--- src/rtl/wbseq_pkg.sv ---
package wbseq_pkg;
  localparam int WORD_W  = 32;
  localparam int SEQ_LEN = 8;
  localparam int IDX_W   = $clog2(SEQ_LEN);
  localparam int HREG_W  = 14;

  // Type 1 header fields
  localparam logic [2:0] PKT_T1   = 3'b001;
  localparam logic [1:0] OPC_NOP  = 2'b00;
  localparam logic [1:0] OPC_READ = 2'b01;
  localparam logic [1:0] OPC_WR   = 2'b10;

  localparam logic [HREG_W-1:0] REG_CMD    = 14'd4;
  localparam logic [HREG_W-1:0] REG_WSTART = 14'd16;

  localparam logic [WORD_W-1:0] W_PAD     = 32'hFFFF_FFFF;
  localparam logic [WORD_W-1:0] W_SYNC    = 32'hAA99_5566;
  localparam logic [WORD_W-1:0] W_REPROG  = 32'h0000_000F;

  typedef enum logic [1:0] {
    ST_IDLE,
    ST_ROOM,
    ST_PUSH
  } seq_state_e;

  function automatic logic [WORD_W-1:0] t1_header(
    input logic [1:0]        opc,
    input logic [HREG_W-1:0] regno,
    input logic [10:0]       cnt
  );
    logic [WORD_W-1:0] h;
    h         = '0;
    h[31:29]  = PKT_T1;
    h[28:27]  = opc;
    h[26:13]  = regno;
    h[10:0]   = cnt;
    return h;
  endfunction
endpackage

--- src/rtl/wbseq_range_chk.sv ---
module wbseq_range_chk #(
  parameter int AW = 32
) (
  input  logic [AW-1:0] addr_i,
  input  logic [AW-1:0] base_i,
  input  logic [AW-1:0] size_i,
  output logic          ok_o
);
  localparam int SW = AW + 1;
  logic [SW-1:0] upper;
  logic [SW-1:0] addr_x;

  always_comb begin
    upper  = {1'b0, base_i} + {1'b0, size_i};
    addr_x = {1'b0, addr_i};
    ok_o   = (addr_i >= base_i) && (addr_x <= upper);
  end
endmodule

--- src/rtl/wbseq_word_sel.sv ---
module wbseq_word_sel
  import wbseq_pkg::*;
(
  input  logic [IDX_W-1:0]  idx_i,
  input  logic [WORD_W-1:0] boot_addr_i,
  output logic [WORD_W-1:0] word_o
);
  always_comb begin
    unique case (idx_i)
      3'd0:    word_o = W_PAD;
      3'd1:    word_o = W_SYNC;
      3'd2:    word_o = t1_header(OPC_NOP, '0, 11'd0);
      3'd3:    word_o = t1_header(OPC_WR, REG_WSTART, 11'd1);
      3'd4:    word_o = boot_addr_i;
      3'd5:    word_o = t1_header(OPC_WR, REG_CMD, 11'd1);
      3'd6:    word_o = W_REPROG;
      default: word_o = t1_header(OPC_NOP, '0, 11'd0);
    endcase
  end
endmodule

--- src/rtl/wbseq_rd_hdr.sv ---
module wbseq_rd_hdr
  import wbseq_pkg::*;
#(
  parameter int REG_W = 14
) (
  input  logic              clk,
  input  logic              rst,
  input  logic [REG_W-1:0]  reg_i,
  output logic [WORD_W-1:0] hdr_o
);
  logic [HREG_W-1:0] reg_ext;

  generate
    if (REG_W < HREG_W) begin : g_pad
      assign reg_ext = {{(HREG_W-REG_W){1'b0}}, reg_i};
    end else begin : g_trim
      assign reg_ext = reg_i[HREG_W-1:0];
    end
  endgenerate

  always_ff @(posedge clk) begin
    if (rst) hdr_o <= '0;
    else     hdr_o <= t1_header(OPC_READ, reg_ext, 11'd0);
  end
endmodule

--- src/rtl/wbseq_top.sv ---
module wbseq_top
  import wbseq_pkg::*;
#(
  parameter int VAC_W = 10,
  parameter int REG_W = 14
) (
  input  logic              clk,
  input  logic              rst,
  input  logic              trig_i,
  input  logic [31:0]       boot_addr_i,
  input  logic [31:0]       flash_base_i,
  input  logic [31:0]       flash_size_i,
  input  logic [VAC_W-1:0]  fifo_vacancy_i,
  output logic              wr_valid_o,
  output logic [31:0]       wr_data_o,
  input  logic              wr_ready_i,
  output logic              start_wr_o,
  output logic              busy_o,
  output logic              range_err_o,
  input  logic [REG_W-1:0]  rd_reg_i,
  output logic [31:0]       rd_hdr_o
);
  localparam logic [IDX_W-1:0] LAST_IDX = IDX_W'(SEQ_LEN - 1);
  localparam logic [VAC_W-1:0] NEED_VAC = VAC_W'(SEQ_LEN);

  seq_state_e        state;
  logic [IDX_W-1:0]  idx;
  logic [IDX_W-1:0]  sel_idx;
  logic [WORD_W-1:0] addr_q;
  logic [WORD_W-1:0] sel_word;
  logic              addr_ok;
  logic              accept;

  wbseq_range_chk #(.AW(WORD_W)) u_range (
    .addr_i (boot_addr_i),
    .base_i (flash_base_i),
    .size_i (flash_size_i),
    .ok_o   (addr_ok)
  );

  assign sel_idx = (state == ST_PUSH) ? idx + 1'b1 : '0;
  assign accept  = wr_valid_o && wr_ready_i;

  wbseq_word_sel u_words (
    .idx_i       (sel_idx),
    .boot_addr_i (addr_q),
    .word_o      (sel_word)
  );

  wbseq_rd_hdr #(.REG_W(REG_W)) u_hdr (
    .clk   (clk),
    .rst   (rst),
    .reg_i (rd_reg_i),
    .hdr_o (rd_hdr_o)
  );

  always_ff @(posedge clk) begin
    if (rst) begin
      state       <= ST_IDLE;
      idx         <= '0;
      addr_q      <= '0;
      wr_valid_o  <= 1'b0;
      wr_data_o   <= '0;
      start_wr_o  <= 1'b0;
      busy_o      <= 1'b0;
      range_err_o <= 1'b0;
    end else begin
      start_wr_o <= 1'b0;
      unique case (state)
        ST_IDLE: begin
          if (trig_i) begin
            if (addr_ok) begin
              addr_q      <= boot_addr_i;
              range_err_o <= 1'b0;
              busy_o      <= 1'b1;
              state       <= ST_ROOM;
            end else begin
              range_err_o <= 1'b1;
            end
          end
        end
        ST_ROOM: begin
          if (fifo_vacancy_i >= NEED_VAC) begin
            idx        <= '0;
            wr_valid_o <= 1'b1;
            wr_data_o  <= sel_word;
            state      <= ST_PUSH;
          end
        end
        ST_PUSH: begin
          if (accept) begin
            if (idx == LAST_IDX) begin
              wr_valid_o <= 1'b0;
              start_wr_o <= 1'b1;
              busy_o     <= 1'b0;
              state      <= ST_IDLE;
            end else begin
              idx       <= idx + 1'b1;
              wr_data_o <= sel_word;
            end
          end
        end
        default: state <= ST_IDLE;
      endcase
    end
  end

  // offered word held under back-pressure
  a_r2_hold_word: assert property (@(posedge clk) disable iff (rst)
    (wr_valid_o && !wr_ready_i) |=> (wr_valid_o && $stable(wr_data_o)));

  // first word only after enough room
  a_r4_room_gate: assert property (@(posedge clk) disable iff (rst)
    $rose(wr_valid_o) |-> ($past(fifo_vacancy_i) >= NEED_VAC));

  // start follows an accepted word and lasts one cycle
  a_r5_start_after_push: assert property (@(posedge clk) disable iff (rst)
    start_wr_o |-> $past(wr_valid_o && wr_ready_i));
  a_r5_start_single: assert property (@(posedge clk) disable iff (rst)
    start_wr_o |=> !start_wr_o);

  // nothing offered while not busy
  a_r6_valid_needs_busy: assert property (@(posedge clk) disable iff (rst)
    !busy_o |-> !wr_valid_o);

  // error never coexists with an active sequence
  a_r3_err_not_busy: assert property (@(posedge clk) disable iff (rst)
    range_err_o |-> !busy_o);
endmodule

--- config.mk ---
export PLATFORM = sky130hd
export DESIGN_NAME = wbseq_top
export DESIGN_NICKNAME = d
export VERILOG_FILES = /design/src/rtl/wbseq_pkg.sv /design/src/rtl/wbseq_range_chk.sv /design/src/rtl/wbseq_word_sel.sv /design/src/rtl/wbseq_rd_hdr.sv /design/src/rtl/wbseq_top.sv
export SDC_FILE = /design/constraint.sdc
export NUM_CORES = 1
export LEC_CHECK = 0
export BUFFER_PORTS_ARGS = -buffer_cell sky130_fd_sc_hd__buf_2
export CAP_MARGIN = 20
export CORE_UTILIZATION = 45
export DETAILED_ROUTE_END_ITERATION = 12
export PLACE_DENSITY = 0.73
export REMOVE_ABC_BUFFERS = 1
export SYNTH_ARGS = -nofsm -noshare
export SYNTH_HDL_FRONTEND = slang
export SYNTH_SLANG_ARGS = --single-unit
--- constraint.sdc ---
create_clock -name clk -period 4.2 [get_ports clk]
set_clock_uncertainty 0.2 [all_clocks]
set_input_delay 0.42 -clock clk [delete_from_list [all_inputs] [get_ports clk]]
set_output_delay 0.42 -clock clk [all_outputs]
set_load 0.1 [all_outputs]
==> results of run 1 <==
[repair_timing]
action | CTS | global route
buffers inserted | 4 | 4
cloned | 2 | 2
endpoints found under the setup margin | 35 | 35
pin swaps | 20 | 20
gates resized for setup | 19 | 11
[final cells by class]
type / count / area, sq um / share of cell area [%]
Clock inverter: 5 / 128.9 / 1.467
Sequential cell: 88 / 1762 / 20.06
Clock buffer: 10 / 239.0 / 2.721
Multi-Input combinational cell: 656 / 4616 / 52.56
Inverter: 49 / 183.9 / 2.094
Antenna cell: 1 / 2.502 / 0.02849
Timing Repair Buffer: 256 / 1620 / 18.45
Tap cell: 184 / 230.2 / 2.621
[worst min-delay path by stage]
stage                                      end  slack [ps]                        from  depth (start not counted)
floorplan                  idx[1]$_SDFFE_PP0P_         230         idx[1]$_SDFFE_PP0P_                          2
global route        u_hdr.hdr_o[16]$_SDFF_PP0_         100                 rd_reg_i[3]                          2
detailed placement  wr_data_o[24]$_SDFFE_PP0P_         240  wr_data_o[24]$_SDFFE_PP0P_                          2
global placement       addr_q[15]$_SDFFE_PP0P_         240     addr_q[15]$_SDFFE_PP0P_                          2
CTS                 u_hdr.hdr_o[19]$_SDFF_PP0_          80                 rd_reg_i[6]                          2
finish              u_hdr.hdr_o[19]$_SDFF_PP0_          90                 rd_reg_i[6]                          2
[worst max-delay path: stages]
cell       delay [ps]
buf_8             100
ha_4              150
inv_2              50
fa_2              220
nor2b_4            50
o31a_1            290
a211oi_4          270
a31oi_2           150
a31o_2            280
a31o_1            220
a31oi_1           200
xnor2_1           160
ha_1              280
a21o_1            180
a21o_1            160
a21oi_2           120
nor2_2             50
a211oi_2          210
a21oi_2           110
a21oi_4           160
buf_12            170
clkbuf_16         160
mux2i_1           200
[synth_stat cells (5+ instances only)]
library cell,number
a211oi_1,12
a21o_1,30
a21oi_1,90
a22oi_1,9
a31oi_1,7
and3_1,5
buf_4,17
clkbuf_1,24
dfxtp_1,88
ha_1,98
inv_1,48
mux2i_1,33
nand2_1,101
nand2b_1,7
nand3_1,10
nand4_1,12
nor2_1,62
nor2b_1,18
nor3_1,14
o21a_1,8
o21ai_0,28
xnor2_1,13
xor2_1,14
[cells by family (layout without fill, tap and decap cells)]
logic type	count (synthesis)	after routing	share of synthesized area (%)
other	1	17	0.05610
DFF	88	88	26.36
buffers and inverters	98	320	6.870
AOI/OAI and AO/OA	226	226	21.58
muxes	33	33	4.942
xor gates and xnor gates	27	27	3.538
adders and majority gates	99	99	18.64
and+or+nand+nor	255	255	18.01
[report_power, final]
part           internal [mW]  switching [mW]  total, mW
Sequential             0.880          0.0230      0.903
Combinational          0.445           0.713       1.16
Clock                  0.655           0.317      0.972
Total                   1.98            1.05       3.03
[registers in the layout (all words and copies together), names as in the netlist]
name,count
addr_q,32
busy_o,1
idx,3
range_err_o,1
start_wr_o,1
state,2
u_hdr.hdr_o,15
wr_data_o,32
wr_valid_o,1
[routing by layer]
metal,track usage [%],wire [microns],vias to the layer above
li1,-,-,3392
met1,32.08,8476,2993
met2,39.55,8484,200
met3,2.427,813,28
met4,8.810,436,0
met5,0,0,-
[through the flow]
step | TNS [ps] | cell area (sq um) | hold slack [ps] | utilization [%] | power, mW
detailed placement | -19820 | 8122 | 241.9 | 55.88 | 2.000
global placement | -15430 | 8122 | 241.1 | 55.88 | 1.982
finish | -1635 | 8782 | 87.76 | 60.43 | 3.033
CTS | -2140 | 8665 | 82.01 | 59.62 | 3.008
global route | -8491 | 8782 | 97.00 | 60.43 | 3.199
floorplan | -25780 | 6465 | 229.5 | - | 1.673
==> results.yml, run 1 <==
sta:
  period_share_pct: 102.6
  worst_slack_ps: -108.9
  timing.max_slew.rel_slack_pct: 29.76
  slew_viol_final: 0
  period_needed_ps: 4309
  hold_viol_final: 0
  rsz0062_at_grt: "true"
  clock.fmax_mhz: 232.1
  setup_violations: 33
  worst_pin_slew_ps: 1054
run:
  maxCapViolations: 0
critical_path:
  cp.required_ps: 4260
  critPathKind: "primary input to flip-flop"
  cp-end-kind: "flip-flop"
  arrival_ps: 4370
  reg2reg_slack_ps: 1320
  crit_start: "flash_base_i[0]"
  reg2regPathDepth: 8
  setup.worst_path.end: "addr_q[15]$_SDFFE_PP0P_"
  cp-start-kind: "primary input"
  r2r_end: "wr_data_o[20]$_SDFFE_PP0P_"
  regToRegStartpoint: "idx[0]$_SDFFE_PP0P_"
  path_max_fanout: 6
place:
  placed_cells: 1221
  place.gp.congestion: 0.9477
  io_buffer_count: 172
  place_ws_ps: -611.0
  dp_hpwl_mm: 14.18
yosys:
  seq_area_frac_synth_pct: 26.36
  yosysTopAreaCellShare_pct: 26.36
  async_flop_share_pct: 0
  synthFlopType: "dfxtp_1"
  ys_ff_latch: 88
  postSynthCellCount: 827
  synth_area_leaders: "dfxtp_1 (26%), ha_1 (18%), a21oi_1 (6.7%), nand2_1 (5.7%), mux2i_1 (4.9%)"
  synth_edf_count: 0
  synth_warnings: 0
  synth.avg_cell_area_sq_um: 8.082
  synth_area_sq_mm: 0.006684
  synth_cell_types: 68
  yosysTopAreaCell: "dfxtp_1"
finish:
  layout.nets: 1283
  final_layout_size_suffix_gt1_share_pct: 28.57
  final_common_cell: "buf_2"
  fillers: 1303
  final_cell_mix: "buf_2 (170), nand2_1 (101), ha_1 (97)"
  fin_cells: 1249
  area_growth_syn_to_layout_pct: 31.39
cts:
  clock_latency_ps: 340
  clockRootBuffer: "clkbuf_16"
  htreeDepth: 3
  cts_buffer_depth: 2
  cts_hold_buf: 0
  cts.sinks: 88
  clkTransAtPathRegs_ps: 60
  numCtsBuffers: 9
  cts_tree: "yes"
floorplanning:
  start_util_pct: 45.99
  core-area_sq_mm: 0.01453
  num_io_pins: 192
  die_y_microns: 123.9
  die_x_microns: 123.9
  rows: 44
  die_area_sq_mm: 0.01535
detailed_routing:
  firstDrtPassIters: 5
  ant_nets: 0
  viasPerCell: 5.295
  via_count: 6613
  totalWireLength_mm: 18.21
  drt-initial-drc-count: 311
  routedWlPerCell_microns: 14.58
  drcViolationCount: 0
global_routing:
  grt_pass1_wl_mm: 28.81
  grt_pass1_vias: 6032
  grt-ovfl-total: 0
  grt_antenna_before_repair: 1
  gr-usage-all-layers_pct: 23.94
  grt_max_degree: 69
power:
  p_leak_nw: 4.341
  ir_drop_mv: 0.2103
  powerDensity_mw_per_mm2: 345.4
worst_hold_path:
  min_path_type: "primary input to flip-flop"
outcome:
  outcome: "complete, but fails checks"
  violations: "negative setup slack"
Power figures use the tool's default switching activity.
==> run 2: changes to the inputs <==
--- a/config.mk
+++ b/config.mk
@@ -7,10 +7,11 @@
 export LEC_CHECK = 0
 export BUFFER_PORTS_ARGS = -buffer_cell sky130_fd_sc_hd__buf_2
 export CAP_MARGIN = 20
-export CORE_UTILIZATION = 45
+export CORE_UTILIZATION = 48
 export DETAILED_ROUTE_END_ITERATION = 12
-export PLACE_DENSITY = 0.73
+export PLACE_DENSITY = 0.78
 export REMOVE_ABC_BUFFERS = 1
 export SYNTH_ARGS = -nofsm -noshare
 export SYNTH_HDL_FRONTEND = slang
 export SYNTH_SLANG_ARGS = --single-unit
+export TNS_END_PERCENT = 100
==> run 2 against run 1 <==
  * The run still ends with negative setup slack left
  * First-iteration DRC count up 44%
  * Sequential share of layout area is 0.29 points higher
  * Via count rose by 1.0%
  * Hold slack gained 4.4 ps
  * Register-to-register slack got worse by 30 ps
  * Sequential power about the same
  * Final area shrank 1.4%
  * Final cell count down 1.0%
  * Count of clock-buffer cells in the layout rose by 2
  * Core utilization up 4.2 points
  * Total power down 7.3%
  * Routed wire length grew 0.35%
==> results.yml, run 2 (synthesis gave the netlist of run 1 again) <==
critical_path:
  cp-end-kind: "flip-flop"
  arrival_ps: 4290
  cp-start-kind: "primary input"
  path_max_fanout: 6
  cp.required_ps: 4260
  critPathKind: "primary input to flip-flop"
cts:
  cts.sinks: 88
  htreeDepth: 3
  cts_tree: "yes"
  clockRootBuffer: "clkbuf_16"
  clkTransAtPathRegs_ps: 60
  cts_hold_buf: 0
  clock_latency_ps: 330
  numCtsBuffers: 9
  cts_buffer_depth: 2
floorplanning:
  num_io_pins: 192
  die_y_microns: 120.0
  start_util_pct: 49.88
  rows: 42
  die_x_microns: 120.0
  die_area_sq_mm: 0.01440
  core-area_sq_mm: 0.01340
detailed_routing:
  ant_nets: 0
  viasPerCell: 5.404
  drcViolationCount: 0
  drt-initial-drc-count: 449
  firstDrtPassIters: 5
  via_count: 6679
  totalWireLength_mm: 18.27
  routedWlPerCell_microns: 14.78
sta:
  rsz0062_at_grt: "true"
  period_needed_ps: 4235
  period_share_pct: 100.8
  setup_violations: 14
  worst_slack_ps: -34.54
  timing.max_slew.rel_slack_pct: 32.74
  worst_pin_slew_ps: 1007
  hold_viol_final: 0
  clock.fmax_mhz: 236.2
  slew_viol_final: 0
finish:
  final_cell_mix: "buf_2 (170), nand2_1 (100), ha_1 (96)"
  final_layout_size_suffix_gt1_share_pct: 28.52
  area_growth_syn_to_layout_pct: 29.50
  layout.nets: 1280
  seqCellArea_sq_mm: 0.001762
  fillers: 1144
  post-route-util_pct: 64.59
  multi_input_area_sq_mm: 0.004666
  final_common_cell: "buf_2"
  top_regs: "addr_q (32), wr_data_o (32), u_hdr.hdr_o (15)"
place:
  io_buffer_count: 172
  place.gp.congestion: 0.9578
  dp_hpwl_mm: 14.13
global_routing:
  grt-ovfl-total: 0
  gr-usage-all-layers_pct: 25.18
  grt_max_degree: 69
  grt_pass1_vias: 6089
  grt_antenna_before_repair: 1
  grt_pass1_wl_mm: 29.10
worst_hold_path:
  min_path_type: "primary input to flip-flop"
power:
  ir_drop_mv: 0.2166
  p_leak_nw: 4.290
  p_total_mw: 2.813
  powerDensity_mw_per_mm2: 324.9
outcome:
  outcome: "complete, but fails checks"
  violations: "negative setup slack"
run:
  maxCapViolations: 0
[run 2: critical path, cell delays in order]
cell	delay [ps]
buf_8	100
ha_4	150
inv_2	50
fa_2	230
nor2b_4	50
o31a_1	290
a211oi_4	270
a31oi_2	150
a31o_2	260
a31o_1	200
a31oi_1	180
xnor2_1	110
ha_1	320
a21o_1	170
a21o_1	170
a21oi_2	120
nor2_1	70
a211oi_2	200
a21oi_2	120
a21oi_4	190
buf_6	160
buf_12	130
mux2i_1	190
[run 2: timing repair]
| action | 4_1_cts | 5_1_grt |
|---|---|---|
| cloned | 2 | 0 |
| resized for setup | 27 | 14 |
| endpoints found under the setup margin | 35 | 35 |
| buffers inserted | 6 | 4 |
| pin swaps | 29 | 12 |
[run 2: worst paths after layout]
| kind | from | endpoint | slack (ps) | cells past startpoint |
|---|---|---|---|---|
| worst min-delay path | rd_reg_i[6] | u_hdr.hdr_o[19]$_SDFF_PP0_ | 90 | 2 |
| worst min register to register | wr_data_o[21]$_SDFFE_PP0P_ | wr_data_o[21]$_SDFFE_PP0P_ | 240 | 2 |
| worst max-delay path | flash_base_i[0] | addr_q[4]$_SDFFE_PP0P_ | -30 | 23 |
| worst max register to register | idx[0]$_SDFFE_PP0P_ | wr_data_o[20]$_SDFFE_PP0P_ | 1290 | 8 |
[run 2: through the flow]
stage               std cells  hold slack (ps)  setup WS [ps]  instance area [sq um]  TNS [ps]
detailed placement       1212            242.7         -624.3                   8104    -19790
global placement         1212            236.7         -490.3                   8104    -15940
finish                   1236            92.13         -34.54                   8656    -186.3
floorplan                 793            229.5         -761.3                   6465    -25780
global route             1236            102.5         -176.9                   8656     -4313
CTS                      1232            84.17         -53.35                   8584    -407.7
[run 2: layer usage]
layer | vias up | part of all wire (%) | global-route usage [%]
li1 | 3381 | - | -
met1 | 3044 | 46 | 33.13
met2 | 224 | 47 | 41.95
met3 | 30 | 5.5 | 3.470
met4 | 0 | 2.1 | 8.594
met5 | - | 0 | 0
[run 2: layout make-up]
type                       count  area share [%]
inverter                      49           2.125
antenna                        1         0.02891
multi-input combinational    656           53.90
tap                          176           2.544
sequential                    88           20.35
clock inverter                 1          0.3469
timing repair buffer         253           17.85
clock buffer                  12           2.848
[run 2: where the power goes]
part | internal, mW | total, mW | switching [mW]
Clock | 0.467 | 0.754 | 0.287
Sequential | 0.881 | 0.903 | 0.0219
Combinational | 0.434 | 1.16 | 0.721
Total | 1.78 | 2.81 | 1.03
==> run 3: changes to the inputs <==
--- a/config.mk
+++ b/config.mk
@@ -6,10 +6,10 @@
 export NUM_CORES = 1
 export LEC_CHECK = 0
 export BUFFER_PORTS_ARGS = -buffer_cell sky130_fd_sc_hd__buf_2
-export CAP_MARGIN = 20
-export CORE_UTILIZATION = 48
+export CAP_MARGIN = 15
+export CORE_UTILIZATION = 50
 export DETAILED_ROUTE_END_ITERATION = 12
-export PLACE_DENSITY = 0.78
+export PLACE_DENSITY = 0.77
 export REMOVE_ABC_BUFFERS = 1
 export SYNTH_ARGS = -nofsm -noshare
 export SYNTH_HDL_FRONTEND = slang
==> constraint.sdc (replaced) <==
create_clock -name clk -period 4.85 [get_ports clk]
set_clock_uncertainty 0.2 [all_clocks]
set_input_delay 0.485 -clock clk [delete_from_list [all_inputs] [get_ports clk]]
set_output_delay 0.485 -clock clk [all_outputs]
set_load 0.1 [all_outputs]
==> run 3 against run 2 <==
  * The run now ends clean
  * Critical endpoint is now addr_q[16]$_SDFFE_PP0P_
  * Count of clock-buffer cells in the layout unchanged
  * Highest routed layer unchanged
  * Clock power decreased by 13%
  * Final cell count decreased by 5.4%
  * Largest cell class unchanged
==> results.yml, run 3 (synthesis gave the netlist of run 1 again) <==
global_routing:
  gr-usage-all-layers_pct: 24.00
  grt_pass1_wl_mm: 27.37
  grt_max_degree: 69
  grt_antenna_before_repair: 0
  grt_pass1_vias: 5798
  grt-ovfl-total: 0
finish:
  fillers: 1177
  top_regs: "addr_q (32), wr_data_o (32), u_hdr.hdr_o (15)"
  multi_input_area_sq_mm: 0.004519
  fin_area_sq_mm: 0.007955
  final_cell_mix: "buf_2 (172), nand2_1 (101), ha_1 (98)"
  final_common_cell: "buf_2"
  area_growth_syn_to_layout_pct: 19.02
  post-route-util_pct: 62.03
  seqCellArea_sq_mm: 0.001762
  n_antenna_cell: 0
  layout.nets: 1215
  final_layout_size_suffix_gt1_share_pct: 21.36
place:
  dp_hpwl_mm: 13.26
  io_buffer_count: 172
  place_ws_ps: -40.98
  placed_area_sq_mm: 0.007674
  place.gp.congestion: 0.9003
power:
  p_leak_nw: 3.926
  powerDensity_mw_per_mm2: 290.9
  ir_drop_mv: 0.1749
cts:
  htreeDepth: 3
  clockRootBuffer: "clkbuf_16"
  cts.sinks: 88
  cts_tree: "yes"
  clock_latency_ps: 340
  post_cts_buffers: 0
  cts_hold_buf: 0
  cts_buffer_depth: 2
  numCtsBuffers: 9
  cts.repair.resized: 0
  clkTransAtPathRegs_ps: 60
floorplanning:
  die_area_sq_mm: 0.01383
  rows: 41
  num_io_pins: 192
  start_util_pct: 52.12
  die_x_microns: 117.6
  core-area_sq_mm: 0.01282
  die_y_microns: 117.6
detailed_routing:
  totalWireLength_mm: 16.40
  viasPerCell: 5.359
  top_layer: "met4"
  routedWlPerCell_microns: 14.03
  drt-met1-wl_mm: 8.166
  firstDrtPassIters: 5
  route.met3.wl_microns: 668
  drcViolationCount: 0
  wl_met2_mm: 7.343
  via_count: 6265
  ant_nets: 0
  drt-initial-drc-count: 314
worst_hold_path:
  min_to: "u_hdr.hdr_o[17]$_SDFF_PP0_"
  hold_depth: 2
  min_from: "rd_reg_i[4]"
  min_path_type: "primary input to flip-flop"
critical_path:
  max_stage_delay_ps: 310
  crit_family: "compound AO/OA/AOI/OAI gates"
  r2r_end: "wr_data_o[3]$_SDFFE_PP0P_"
  cp-start-kind: "primary input"
  worst-path-buf-inv: 3
  cp_cell_sequence: "buf_2, ha_1, inv_1, fa_1, nor2b_4, o31a_1, a211oi_4, a31oi_1, a31o_2, a31o_1, a31oi_1, xnor2_1, ha_1, a21o_1, a21o_1, a21oi_1, nor2_1, a211oi_1, a21oi_1, a21oi_4, buf_12, mux2i_1"
  cp.required_ps: 4910
  critPathKind: "primary input to flip-flop"
  path_max_fanout: 20
  reg2regPathDepth: 7
  cp-end-kind: "flip-flop"
  cpMaxStageDelayCell: "a211oi_4"
  arrival_ps: 4630
  regToRegStartpoint: "idx[0]$_SDFFE_PP0P_"
  reg2reg_slack_ps: 1880
sta:
  whs_ps: 156.1
  worst_slack_ps: 282.1
  rsz0062_at_grt: "false"
  period_share_pct: 94.18
  slew_viol_final: 0
  clock.fmax_mhz: 218.9
  timing.max_slew.rel_slack_pct: 31.63
  setup_violations: 0
  period_needed_ps: 4568
  hold_viol_final: 0
  fin_tns_setup_ps: 0
  worst_pin_slew_ps: 1024
run:
  maxCapViolations: 0
outcome:
  outcome: "finished, final reports clean"
## run 3: cell types whose count changed in the layout (fill, tap and decap cells not counted), moves of 3 or more
cell | previous run | this run
a211oi_2 | 5 | 0
clkinv_2 | 0 | 3
a21oi_2 | 5 | 0
a211oi_1 | 7 | 12
buf_4 | 74 | 15
buf_6 | 5 | 0
a21oi_1 | 85 | 90
## run 3: worst register-to-register path: stages (launching register included)
cell     delay, ps
dfxtp_1        460
ha_1           280
ha_1           190
nor3_1         280
nor2_2         180
nor2_1         750
o21ai_0        320
a31oi_1        230
## run 3: report_power, final
group	internal (mW)	switching, mW
Sequential	0.763	0.0191
Combinational	0.298	0.577
Clock	0.396	0.261
## run 3: how the worst max path moves through the flow
stage	start	to	cells past startpoint
4_1_cts	flash_base_i[0]	addr_q[27]$_SDFFE_PP0P_	22
3_5_place_dp	flash_base_i[0]	addr_q[27]$_SDFFE_PP0P_	22
5_1_grt	flash_base_i[1]	busy_o$_SDFFE_PP0P_	20
6_report	flash_base_i[0]	addr_q[16]$_SDFFE_PP0P_	22
2_1_floorplan	flash_base_i[0]	addr_q[0]$_SDFFE_PP0P_	20
3_3_place_gp	flash_base_i[0]	addr_q[25]$_SDFFE_PP0P_	22
## run 3: area by class of cell
cell class | count | area share (%)
multi-input combinational | 656 | 56.81
clock buffer | 12 | 2.973
clock inverter | 4 | 0.5662
sequential | 88 | 22.15
tap | 172 | 2.705
timing repair buffer | 188 | 12.49
inverter | 49 | 2.312
## run 3: layer usage
metal  GRT usage [%]  vias to the layer above
met5               0                        -
met4           6.571                        0
met3           3.295                       22
met2           39.26                      178
met1           32.85                     2815
li1                -                     3250
## run 3: stage by stage
| stage | std cells | power (mW) |
|---|---|---|
| floorplan | 793 | 1.449 |
| global placement | 1153 | 1.653 |
| detailed placement | 1153 | 1.667 |
| CTS | 1169 | 2.325 |
| global route | 1169 | 2.445 |
| finish | 1169 | 2.314 |
